File: config.mk
export PLATFORM = sky130hd
export DESIGN_NAME = cfg_byte_port
export DESIGN_NICKNAME = d
export VERILOG_FILES = /design/src/rtl/cfgp_pkg.sv /design/src/rtl/cfgp_burst_gen.sv /design/src/rtl/cfgp_edge_sync.sv /design/src/rtl/cfgp_shifter.sv /design/src/rtl/cfgp_ovf_cnt.sv /design/src/rtl/cfg_byte_port.sv
export SDC_FILE = /design/constraint.sdc
export NUM_CORES = 1
export LEC_CHECK = 0
export BUFFER_PORTS_ARGS = -buffer_cell sky130_fd_sc_hd__clkbuf_2
export CAP_MARGIN = 20
export CORE_UTILIZATION = 51
export DETAILED_ROUTE_END_ITERATION = 12
export GPL_ROUTABILITY_DRIVEN = 0
export PLACE_DENSITY = 0.76
export SLEW_MARGIN = 40
export SYNTH_ARGS = -nofsm -noshare
export SYNTH_HDL_FRONTEND = slang
export SYNTH_SLANG_ARGS = --single-unit
File: constraint.sdc
create_clock -name clk -period 2 [get_ports clk]
set_clock_uncertainty 0.15 [all_clocks]
set_input_delay 0.4 -clock clk [delete_from_list [all_inputs] [get_ports clk]]
set_output_delay 0.4 -clock clk [all_outputs]
set_load 0.1 [all_outputs]
File: src/rtl/cfgp_pkg.sv
// Shared definitions for the byte-wide configuration port.
// Assumes: one byte is the unit the host writes.
package cfgp_pkg;
    typedef enum logic {
        SHIFT_SELF = 1'b0,
        SHIFT_EXT  = 1'b1
    } shift_mode_e;
endpackage

File: src/rtl/cfgp_burst_gen.sv
// Self-timed clock burst generator.
// While run is high it toggles cclk every HALF_CYC system cycles, starting low.
// fall_tick marks the cycle whose closing edge takes cclk from high to low.
// Assumes: run drops on the same edge as the last fall, which clears the state.
module cfgp_burst_gen #(
    parameter int HALF_CYC = 2
) (
    input  logic clk,
    input  logic rst_n,
    input  logic run,
    output logic cclk,
    output logic fall_tick
);
    localparam int HC_W = (HALF_CYC > 1) ? $clog2(HALF_CYC) : 1;
    localparam logic [HC_W-1:0] HC_LAST = HC_W'(HALF_CYC - 1);

    logic [HC_W-1:0] half_cnt;
    logic            phase_end;

    assign phase_end = (half_cnt == HC_LAST);
    assign fall_tick = run & cclk & phase_end;

    // Count out each half period and flip the generated clock at its end.
    always_ff @(posedge clk) begin
        if (!rst_n) begin
            half_cnt <= '0;
            cclk     <= 1'b0;
        end else if (!run) begin
            half_cnt <= '0;
            cclk     <= 1'b0;
        end else if (phase_end) begin
            half_cnt <= '0;
            cclk     <= ~cclk;
        end else begin
            half_cnt <= half_cnt + HC_W'(1);
        end
    end
endmodule

File: src/rtl/cfgp_edge_sync.sv
// Synchronizes an asynchronous clock input and flags its rising edges.
// rise is high for one system cycle per low-to-high transition.
// Assumes: STAGES >= 2 and the input stays in each level for more than STAGES+1 cycles.
module cfgp_edge_sync #(
    parameter int STAGES = 2
) (
    input  logic clk,
    input  logic rst_n,
    input  logic async_in,
    output logic rise
);
    logic [STAGES:0] chain;

    // Shift the input through the synchronizer plus one history stage.
    always_ff @(posedge clk) begin
        if (!rst_n) chain <= '0;
        else        chain <= {chain[STAGES-1:0], async_in};
    end

    assign rise = chain[STAGES-1] & ~chain[STAGES];
endmodule

File: src/rtl/cfgp_shifter.sv
// Byte holding and shift register with completion tracking.
// load is taken only when idle; shift advances one bit MSB first; busy falls on the last shift.
// Assumes: shift is a single-cycle pulse per bit.
module cfgp_shifter #(
    parameter int DATA_W = 8
) (
    input  logic              clk,
    input  logic              rst_n,
    input  logic              load,
    input  logic [DATA_W-1:0] load_data,
    input  logic              shift,
    output logic              dout,
    output logic              busy
);
    localparam int CNT_W = $clog2(DATA_W);
    localparam logic [CNT_W-1:0] BIT_LAST = CNT_W'(DATA_W - 1);

    logic [DATA_W-1:0] shreg;
    logic [CNT_W-1:0]  bit_cnt;

    // Capture a new byte when idle, otherwise step through its bits.
    always_ff @(posedge clk) begin
        if (!rst_n) begin
            shreg   <= '0;
            bit_cnt <= '0;
            busy    <= 1'b0;
        end else if (load && !busy) begin
            shreg   <= load_data;
            bit_cnt <= '0;
            busy    <= 1'b1;
        end else if (busy && shift) begin
            shreg <= {shreg[DATA_W-2:0], 1'b0};
            if (bit_cnt == BIT_LAST) begin
                busy <= 1'b0;
            end else begin
                bit_cnt <= bit_cnt + CNT_W'(1);
            end
        end
    end

    assign dout = shreg[DATA_W-1];
endmodule

File: src/rtl/cfgp_ovf_cnt.sv
// Saturating counter of ignored writes with a sticky flag.
// Assumes: hit is a single-cycle event; the count stops at all ones.
module cfgp_ovf_cnt #(
    parameter int OVF_W = 4
) (
    input  logic             clk,
    input  logic             rst_n,
    input  logic             hit,
    output logic [OVF_W-1:0] cnt,
    output logic             flag
);
    localparam logic [OVF_W-1:0] CNT_MAX = {OVF_W{1'b1}};

    // Record each ignored write, holding at the maximum count.
    always_ff @(posedge clk) begin
        if (!rst_n) begin
            cnt  <= '0;
            flag <= 1'b0;
        end else if (hit) begin
            flag <= 1'b1;
            if (cnt != CNT_MAX) cnt <= cnt + OVF_W'(1);
        end
    end
endmodule

File: src/rtl/cfg_byte_port.sv
// Byte-wide peripheral configuration port (top).
// Accepts host bytes under a busy handshake and serializes them MSB first, either
// with a self-generated burst of eight clock pulses or with an external clock.
// Assumes: ext_cclk is asynchronous and slow against clk; mode_sync is sampled at capture.
module cfg_byte_port #(
    parameter int DATA_W      = 8,
    parameter int HALF_CYC    = 2,
    parameter int SYNC_STAGES = 2,
    parameter int OVF_W       = 4
) (
    input  logic              clk,
    input  logic              rst_n,
    input  logic              mode_sync,
    input  logic              wr_stb,
    input  logic [DATA_W-1:0] wr_data,
    input  logic              ext_cclk,
    output logic              busy,
    output logic              cclk_out,
    output logic              ser_dout,
    output logic              ovf_flag,
    output logic [OVF_W-1:0]  ovf_cnt
);
    import cfgp_pkg::*;

    shift_mode_e mode_q;
    logic        accept;
    logic        drop;
    logic        self_run;
    logic        gen_cclk;
    logic        gen_fall;
    logic        ext_rise;
    logic        ext_tick;
    logic        shift_now;

    assign accept = wr_stb & ~busy;
    assign drop   = wr_stb & busy;

    // Latch the shift mode together with each accepted byte.
    always_ff @(posedge clk) begin
        if (!rst_n)      mode_q <= SHIFT_SELF;
        else if (accept) mode_q <= shift_mode_e'(mode_sync);
    end

    assign self_run  = busy & (mode_q == SHIFT_SELF);
    assign ext_tick  = busy & (mode_q == SHIFT_EXT) & ext_rise;
    assign shift_now = gen_fall | ext_tick;
    assign cclk_out  = gen_cclk;

    cfgp_burst_gen #(
        .HALF_CYC (HALF_CYC)
    ) u_burst (
        .clk       (clk),
        .rst_n     (rst_n),
        .run       (self_run),
        .cclk      (gen_cclk),
        .fall_tick (gen_fall)
    );

    cfgp_edge_sync #(
        .STAGES (SYNC_STAGES)
    ) u_esync (
        .clk      (clk),
        .rst_n    (rst_n),
        .async_in (ext_cclk),
        .rise     (ext_rise)
    );

    cfgp_shifter #(
        .DATA_W (DATA_W)
    ) u_shift (
        .clk       (clk),
        .rst_n     (rst_n),
        .load      (accept),
        .load_data (wr_data),
        .shift     (shift_now),
        .dout      (ser_dout),
        .busy      (busy)
    );

    cfgp_ovf_cnt #(
        .OVF_W (OVF_W)
    ) u_ovf (
        .clk   (clk),
        .rst_n (rst_n),
        .hit   (drop),
        .cnt   (ovf_cnt),
        .flag  (ovf_flag)
    );
endmodule

# Word-level counts from Yosys, hierarchy flattened

Cells that the tools add are included.

Register bits: 23
Logic and storage cells: 46
Output and inout port bits: 8
Input bits: 13

Reduce and logical (&&, ||, !) cells: 11
Muxes and demuxes: 5
Bitwise logic cells: 16
Equal/unequal tests: 2
Add/subtract/negate cells: 3

Operators by type and width:

| kind                                                          | number |
|---|---|
| 8-bit 2-to-1 mux                                              | 2 |
| 1-bit bitwise AND                                             | 8 |
| 2-bit AND reduction                                           | 4 |
| 1-bit inverter                                                | 7 |
| 4-bit by 1-bit adder with 4-bit output, second input constant | 1 |
| 4-bit != test, second input constant                          | 1 |
| 2-bit nonzero test                                            | 2 |
| 3-bit by 1-bit adder with 3-bit output, second input constant | 1 |
| 3-bit == test, second input constant                          | 1 |
| 1-bit 2-to-1 mux                                              | 3 |
| 3-bit OR reduction                                            | 1 |
| 1-bit logical AND                                             | 2 |
| 2-bit OR reduction                                            | 1 |
| 1-bit adder, second input constant                            | 1 |
| 1-bit logical NOT                                             | 1 |
| 1-bit bitwise OR                                              | 1 |

# Depth between registers and ports, before layout

Gate-level depths: netlist of run 1.

Depth in word-level cells: 8
Gate-level depth with buffers: 5
Depth with buffers taken out: 4

# Hierarchy

From an unflattened synthesis of run 1, not the netlist that was laid out.

Cells, all modules: 100
Area, all modules: 1012.2 um^2

Modules (own cells, without submodules):

| module         | area each (um^2) | instances | cells an instance |
|---|---|---|---|
| cfgp_shifter   | 571.8            | 1         | 54 |
| cfgp_ovf_cnt   | 212.7            | 1         | 24 |
| cfgp_edge_sync | 92.6             | 1         | 7 |
| cfg_byte_port  | 67.6             | 1         | 8 |
| cfgp_burst_gen | 67.6             | 1         | 7 |

# Worst setup path before layout of run 1

Ideal clock, no wire load.

Kind: register to register
Start point: register u_shift.busy
End point: register u_shift.shreg[7]
Path buffers: 1
Data required time: 1.731 ns
Data arrival time: 1.932 ns
Setup time: 0.119 ns
Slack: -0.202 ns
Stages on the path, launching flop included: 5
Cells stage by stage: dfxtp_1 > nand4b_1 > and2_0 > buf_2 > o221a_2

Longest elaborated chain between the ends: 6
Elaborated cells on any way between the ends: 13
Those cells by class: mux (1); bitwise (8); reduce/logical (4)

Ends and longest elaborated chain:

| what                                | line                 | RTL |
|---|---|---|
| from (decl)                         | cfgp_shifter.sv:13   | `output logic busy` |
| from (signal assigned)              | cfgp_shifter.sv:26   | `busy <= 1'b0;` |
| from (signal assigned)              | cfgp_shifter.sv:30   | `busy <= 1'b1;` |
| from (signal assigned)              | cfgp_shifter.sv:34   | `busy <= 1'b0;` |
| 1-bit bitwise AND                   | cfg_byte_port.sv:44  | `assign self_run = busy & (mode_q == SHIFT_SELF);` |
| 1-bit bitwise AND (2 in a row)      | cfgp_burst_gen.sv:21 | `assign fall_tick = run & cclk & phase_end;` |
| 1-bit bitwise OR                    | cfg_byte_port.sv:46  | `assign shift_now = gen_fall \| ext_tick;` |
| 1-bit logical AND                   | cfgp_shifter.sv:31   | `end else if (busy && shift) begin` |
| 2-bit nonzero test (no source line) | -                    |  |
| to (signal assigned)                | cfgp_shifter.sv:28   | `shreg <= load_data;` |
| to (signal assigned)                | cfgp_shifter.sv:32   | `shreg <= {shreg[DATA_W-2:0], 1'b0};` |
| to (decl)                           | cfgp_shifter.sv:18   | `logic [DATA_W-1:0] shreg;` |

Parallel ways exist; a longest one is shown, timed or not.
A chain may end at the register's enable or synchronous reset.

# Worst setup path in the final report of run 1

Start point: register u_ovf.cnt[3]
End point: output ovf_cnt[3]

RTL lines:

| what                   | line                | RTL |
|---|---|---|
| from (decl)            | cfgp_ovf_cnt.sv:9   | `output logic [OVF_W-1:0] cnt,` |
| from (signal assigned) | cfgp_ovf_cnt.sv:21  | `if (cnt != CNT_MAX) cnt <= cnt + OVF_W'(1);` |
| to (decl)              | cfg_byte_port.sv:21 | `output logic [OVF_W-1:0] ovf_cnt` |

No word-level cell between the ends.

==> metrics.csv, run 1 <==
metric;value;unit
outcome;finished clean;
Ports;21;
post-route ant nets;0;
vias in the first global route;716;
FP Rows;15;
Top delay family on crit path;buffers and inverters;
Synth top cells by count;dfxtp_1 (23), nand3_1 (7), o21a_1 (7);
PostCTS Resize Cnt;0;
P_leak;0.472;nW
Worst EP arrival;1.20;ns
Avg Inst Size Synth;10.3;um^2
Die H;45.5;um
Yosys Warn Count;0;
asr flop ratio synth;0;%
max-slew violation count;0;
final worst path period need;1.75;ns
Post-CTS Setup Bufs;0;
clk slew on worst S/H paths;0.12;ns
Max VDD drop;0.482;mV
Post-Layout Cell Count;139;
Crit-path slowest cell;clkbuf_2;
NetSw;237;uW
worst hold slack;0.143;ns
Worst path depth;1;
Reg power frac;59.2;%
CTS sink cnt;23;
Seq/Total Area, Yosys;47.6;%
Hold Crit Endpoint;u_esync.chain[0];
# setup viols final;0;
first-pass GRT wire length;3.10;mm
Max Cap Viol;0;
Clock power frac;25.6;%
FF-to-FF End;u_shift.shreg[2];
GRT Util Overall;21.4;%
Initial Util;55.4;%
antenna violations before repair;0;
CP endpoint kind;primary output;
Post-route DRC;0;
relative slew slack;63.6;%
Via-to-Cell Ratio;5.63;
Inserted Diodes;0;
worst reg-to-reg path cell count;3;
CTS Root Cell;clkbuf_4;
WHS Path Cells;2;
post-synth top area share;47.6;%
clock latency on the worst-skew pair;0.32;ns
largest net degree at the start of global routing;22;
Post-synth EDFFs;0;
Fill cells;147;
clock buffer depth;2;
share of cells above drive strength 1;32.5;%
synthesized instance count;94;
Slew @ Worst Pin;0.549;ns
hold path start;ext_cclk;
Cell Chain, Critical Path;clkbuf_2;
FMAX;570;MHz
port bufs;20;
setup slack, reg-to-reg;0.39;ns
switching portion of total power;28.3;%
Setup Crit Path Kind;reg -> out;
Tcrit/Tclk final;87.7;%
top_reg_cell synth;dfxtp_1;
drt wl/cell;13.1;um
total CTS buffers;3;
Detailed Route Iter0 Violations;13;
Detailed Routing Iterations Pass 1;4;
placed cell count;135;
Core Util, Final;63.7;%
GRT overflow;0;
most common cell in the synthesized netlist;dfxtp_1;
via count;782;
Critical R2R Launch;mode_q;
Nets;131;
HPWL Detailed;1.31;mm
Logic pwr share;15.2;%
CTS tree;done;
max incr delay on CP;0.48;ns
crit path from;u_ovf.cnt[3];
pwr dens;754;nW/um^2
dominant cell type by area after synthesis;dfxtp_1;
H-tree levels;1;
crit path buf inv count;1;
total wire length;1.82;mm
DIE WIDTH;45.5;um
total power;839;uW
Die Area;2070;um^2
Mapped Nets;110;
Setup crit start kind;register;
core area;1750;um^2
total internal power;602;uW
top cells by area, synth;dfxtp_1 (48%), o221a_2 (7.0%), o21a_1 (5.4%);
Mapped Area;967;um^2
hold buffers post-CTS;0;
layout overhead on the synthesized area;15.0;%
post-synth cell types;29;
RSZ-0062 raised after global routing;no;
FF+latch count, synth;23;
critical-path maximum fanout;5;
Setup TNS Final;0;ns
hold crit path type;in -> reg;
final hold vios;0;
Critical Path RT;1.45;ns
-- routing by layer --
| metal | share of wire [%] | track usage, % | vias to the layer above |
|---|---|---|---|
| li1 | - | - | 395 |
| met1 | 50 | 27.2 | 361 |
| met2 | 44 | 31.7 | 22 |
| met3 | 4.6 | 8.73 | 4 |
| met4 | 1.4 | 9.09 | 0 |
| met5 | 0 | 0 | - |
-- cells in the final DEF (no fill, tap or decap), types with 4 or more instances in the layout --
cell type,instances
o21ai_0,4
o21a_1,7
a21oi_1,4
nand3_1,7
dfxtp_2,4
dfxtp_1,19
o221a_2,6
clkbuf_2,20
mux2i_1,5
-- power by group through the flow --
stage,Combinational (mW),Sequential [mW],Clock [mW]
2_1_floorplan,0.0547,0.549,0
3_3_place_gp,0.125,0.506,0
3_5_place_dp,0.128,0.507,0
4_1_cts,0.128,0.497,0.226
5_1_grt,0.137,0.499,0.246
6_report,0.128,0.497,0.215
-- metrics by stage --
stage	worst slack [ns]	cell area, um^2
after detailed placement	0.356	1090
after CTS	0.231	1110
final	0.247	1110
after floorplan	0.146	972
after global placement	0.376	1090
after global routing	0.177	1110
-- worst max path at each step --
stage | to | slack, ns
final | ovf_cnt[3] | 0.25
after global routing | ovf_cnt[3] | 0.18
after CTS | busy | 0.23
after detailed placement | u_shift.shreg[6] | 0.36
after global placement | u_shift.shreg[2] | 0.38
after floorplan | u_ovf.cnt[3] | 0.15
-- state kept, by name, indices dropped and copies added, names as in the netlist --
register	count
u_shift.bit_cnt	3
u_ovf.cnt	4
u_esync.chain	3
u_ovf.flag	1
u_burst.cclk	1
u_burst.half_cnt	1
u_shift.shreg	8
u_shift.busy	1
mode_q	1
-- cell type report --
| class | count | area (um^2) | area share, % |
|---|---|---|---|
| Sequential cell | 23 | 465 | 41.8 |
| Tap cell | 25 | 31.3 | 2.81 |
| Multi-Input combinational cell | 63 | 470 | 42.3 |
| Timing Repair Buffer | 21 | 108 | 9.67 |
| Inverter | 3 | 11.3 | 1.01 |
| Clock buffer | 4 | 26.3 | 2.36 |
-- worst reg2reg max path: stages, from the launching register on --
cell	delay [ns]
dfxtp_1	0.36
nand4b_1	0.32
and2_0	0.36
o221a_2	0.32
-- logic make-up after synthesis --
logic type | Yosys count | share of synthesized area, %
AO/OA/AOI/OAI | 26 | 21.3
adder cells (fa/ha/maj) | 3 | 3.88
flip-flops | 23 | 47.6
AND/OR/NAND/NOR | 28 | 17.3
buffers and inverters | 8 | 3.75
XOR/XNOR | 1 | 0.906
multiplexers | 5 | 5.17
No activity file was read; power rests on OpenSTA's default activity.
==> run 2: changes to the inputs <==
--- a/config.mk
+++ b/config.mk
@@ -7,11 +7,12 @@
 export LEC_CHECK = 0
 export BUFFER_PORTS_ARGS = -buffer_cell sky130_fd_sc_hd__clkbuf_2
 export CAP_MARGIN = 20
-export CORE_UTILIZATION = 51
+export CORE_UTILIZATION = 52
 export DETAILED_ROUTE_END_ITERATION = 12
 export GPL_ROUTABILITY_DRIVEN = 0
 export PLACE_DENSITY = 0.76
 export SLEW_MARGIN = 40
 export SYNTH_ARGS = -nofsm -noshare
 export SYNTH_HDL_FRONTEND = slang
+export SYNTH_HIERARCHICAL = 1
 export SYNTH_SLANG_ARGS = --single-unit
==> run 2 against run 1 <==
Against the previous run:
- first-iteration DRC count decreased by 62%
- flip-flop and latch count unchanged
- combinational power increased by 4%
- routed wire length decreased by 11%
- via count decreased by 5.9%
- die area increased by 2.5%
- power decreased by 0.40%
- clock power decreased by 6%
- area after synthesis increased by 4.7%
- critical endpoint is now busy
- largest power group unchanged
==> metrics.csv, run 2 <==
metric;value;unit;change
share of cells above drive strength 1;29.5;%;-2.9 points
Worst EP arrival;1.26;ns;+0.06 ns
clock buffer depth;2;;unchanged
largest net degree at the start of global routing;22;;unchanged
Mapped Area;1010;um^2;+4.7%
GRT overflow;0;;unchanged
top cells by area, synth;dfxtp_1 (45%), mux2i_1 (12%), buf_12 (4.0%);;
via count;736;;-5.9%
layout overhead on the synthesized area;11.9;%;
Detailed Route Iter0 Violations;5;;-8
max-slew violation count;0;;unchanged
Core Util, Final;63.5;%;-0.22 points
CP endpoint kind;primary output;;
pwr dens;738;nW/um^2;-2.2%
Max Cap Viol;0;;unchanged
final hold vios;0;;unchanged
Yosys Warn Count;6;;+6
HPWL Detailed;1.19;mm;-9.3%
Avg Inst Size Synth;10.1;um^2;-1.6%
post-synth cell types;29;;unchanged
most common cell after layout, fill and taps aside;dfxtp_1;;
CTS tree;done;;
FP Rows;15;;unchanged
Post-synth EDFFs;0;;unchanged
CTS sink cnt;23;;unchanged
Setup TNS Final;0;ns;unchanged
Clock power frac;24.3;%;-1.3 points
Mapped Nets;116;;+5.5%
relative slew slack;64.0;%;+0.48 points
hold buffers post-CTS;0;;unchanged
most frequent cells in the layout;dfxtp_1 (21), clkbuf_2 (20), mux2i_1 (12), nand2_1 (8), nor2_1 (8);;
Biggest register;u_shift/shreg;;
vias in the first global route;644;;-10%
CTS Root Cell;clkbuf_4;;
P_leak;0.554;nW;+18%
PostCTS Resize Cnt;0;;unchanged
final worst path period need;1.81;ns;+0.0535 ns
Logic pwr share;15.9;%;+0.7 points
FMAX;553;MHz;-3.0%
Ports;21;;unchanged
RSZ-0062 raised after global routing;no;;
Cell Chain, Critical Path;clkbuf_2;;
max incr delay on CP;0.50;ns;+0.02 ns
total CTS buffers;3;;unchanged
NetSw;233;uW;-1.7%
Post-CTS Setup Bufs;0;;unchanged
Synth top cells by count;dfxtp_1 (23), mux2i_1 (12), nand2_1 (8), nor2_1 (8), a21oi_1 (7);;
GRT Util Overall;18.7;%;-2.7 points
top_reg_cell synth;dfxtp_1;;
synthesized instance count;100;;+6.4%
Initial Util;56.8;%;+1.4 points
Detailed Routing Iterations Pass 1;2;;-2
most common cell in the synthesized netlist;dfxtp_1;;
clock latency on the worst-skew pair;0.30;ns;-0.02 ns
Max VDD drop;0.710;mV;+47%
post-route ant nets;0;;unchanged
Via-to-Cell Ratio;5.01;;-11%
post-synth top area share;45.5;%;-2.1 points
DIE WIDTH;46.1;um;+1.3%
clk slew on worst S/H paths;0.11;ns;about the same
Crit-path slowest cell;clkbuf_2;;
Inserted Diodes;0;;unchanged
port bufs;20;;unchanged
hold crit path type;in -> reg;;
Reg power frac;59.9;%;+0.7 points
total internal power;603;uW;+0.11%
Setup crit start kind;register;;
antenna violations before repair;0;;unchanged
Largest regs;u_shift/shreg x8, u_ovf/cnt x4;;
asr flop ratio synth;0;%;unchanged
# setup viols final;0;;unchanged
Post-route DRC;0;;unchanged
H-tree levels;1;;unchanged
Nets;139;;+6.1%
Setup Crit Path Kind;reg -> out;;
total wire length;1.62;mm;-11%
Slew @ Worst Pin;0.542;ns;-0.00726 ns
crit path buf inv count;1;;unchanged
dominant cell type by area after synthesis;dfxtp_1;;
outcome;finished clean;;
Top delay family on crit path;buffers and inverters;;
max reg flops;8;;unchanged
FF+latch count, synth;23;;unchanged
core area;1780;um^2;+2.2%
first-pass GRT wire length;2.68;mm;-13%
drt wl/cell;11.0;um;-16%
switching portion of total power;27.9;%;-0.37 points
Die H;46.1;um;+1.3%
Tcrit/Tclk final;90.3;%;+2.7 points
critical-path maximum fanout;12;;+7
Die Area;2130;um^2;+2.5%
Critical Path RT;1.45;ns;about the same
Seq/Total Area, Yosys;45.5;%;-2.1 points
-- run 2: cell types whose count changed after synthesis, sizes merged, moves of 4 or more --
cell,change
nand2,+8
mux2i,+7
o21a,-7
o221a,-6
nor2,+5
nand3,-4
-- run 2: worst paths after layout --
kind                                  startpoint               end  slack [ns]  cells past startpoint
worst max-delay path                u_shift/busy              busy        0.19                      1
worst min-delay path                    ext_cclk  u_esync/chain[0]        0.14                      2
worst max register to register      u_shift/busy  u_shift/shreg[6]        0.23                      6
worst min register to register  u_esync/chain[0]  u_esync/chain[1]        0.30                      1
-- run 2: area by class of cell --
type / count / area (um^2)
Multi-Input combinational cell: 72 / 500
Sequential cell: 23 / 463
Tap cell: 25 / 31.3
Fill cell: 162 / 651
Clock buffer: 4 / 26.3
Timing Repair Buffer: 20 / 100
Inverter: 3 / 11.3
-- run 2: stage by stage --
step / worst slack, ns / instances / instance area [um^2] / total power, mW / hold WS [ns]
finish: 0.193 / 147 / 1130 / 0.836 / 0.140
global route: 0.106 / 147 / 1130 / 0.886 / 0.118
CTS: 0.172 / 147 / 1130 / 0.854 / 0.122
detailed placement: 0.244 / 143 / 1110 / 0.645 / 0.273
global placement: 0.302 / 143 / 1110 / 0.641 / 0.264
floorplan: 0.0683 / 100 / 1010 / 0.623 / 0.262
-- run 2: power groups by stage --
stage / Clock [mW] / Combinational [mW] / Sequential, mW
floorplan: 0 / 0.0697 / 0.553
global placement: 0 / 0.131 / 0.509
detailed placement: 0 / 0.134 / 0.511
CTS: 0.219 / 0.134 / 0.500
global route: 0.237 / 0.145 / 0.505
finish: 0.203 / 0.133 / 0.500
-- run 2: per-layer routing --
| layer | vias to the layer above | global-route usage [%] | routed length (um) |
|---|---|---|---|
| met3 | 2 | 7.45 | 56 |
| met2 | 10 | 29.6 | 784 |
| li1 | 391 | - | - |
| met1 | 333 | 21.3 | 752 |
| met5 | - | 0 | 0 |
| met4 | 0 | 10.6 | 25 |
-- run 2: logic make-up (layout without fill, tap and decap cells) --
family,after synthesis,count (layout),synth area share (%)
AO/OA/AOI/OAI,18,18,10.9
flip-flops,23,23,45.5
adder cells (fa/ha/maj),3,3,3.71
multiplexers,12,12,11.9
buffers and inverters,5,27,5.07
XOR/XNOR,2,2,1.73
AND/OR/NAND/NOR,37,37,21.3
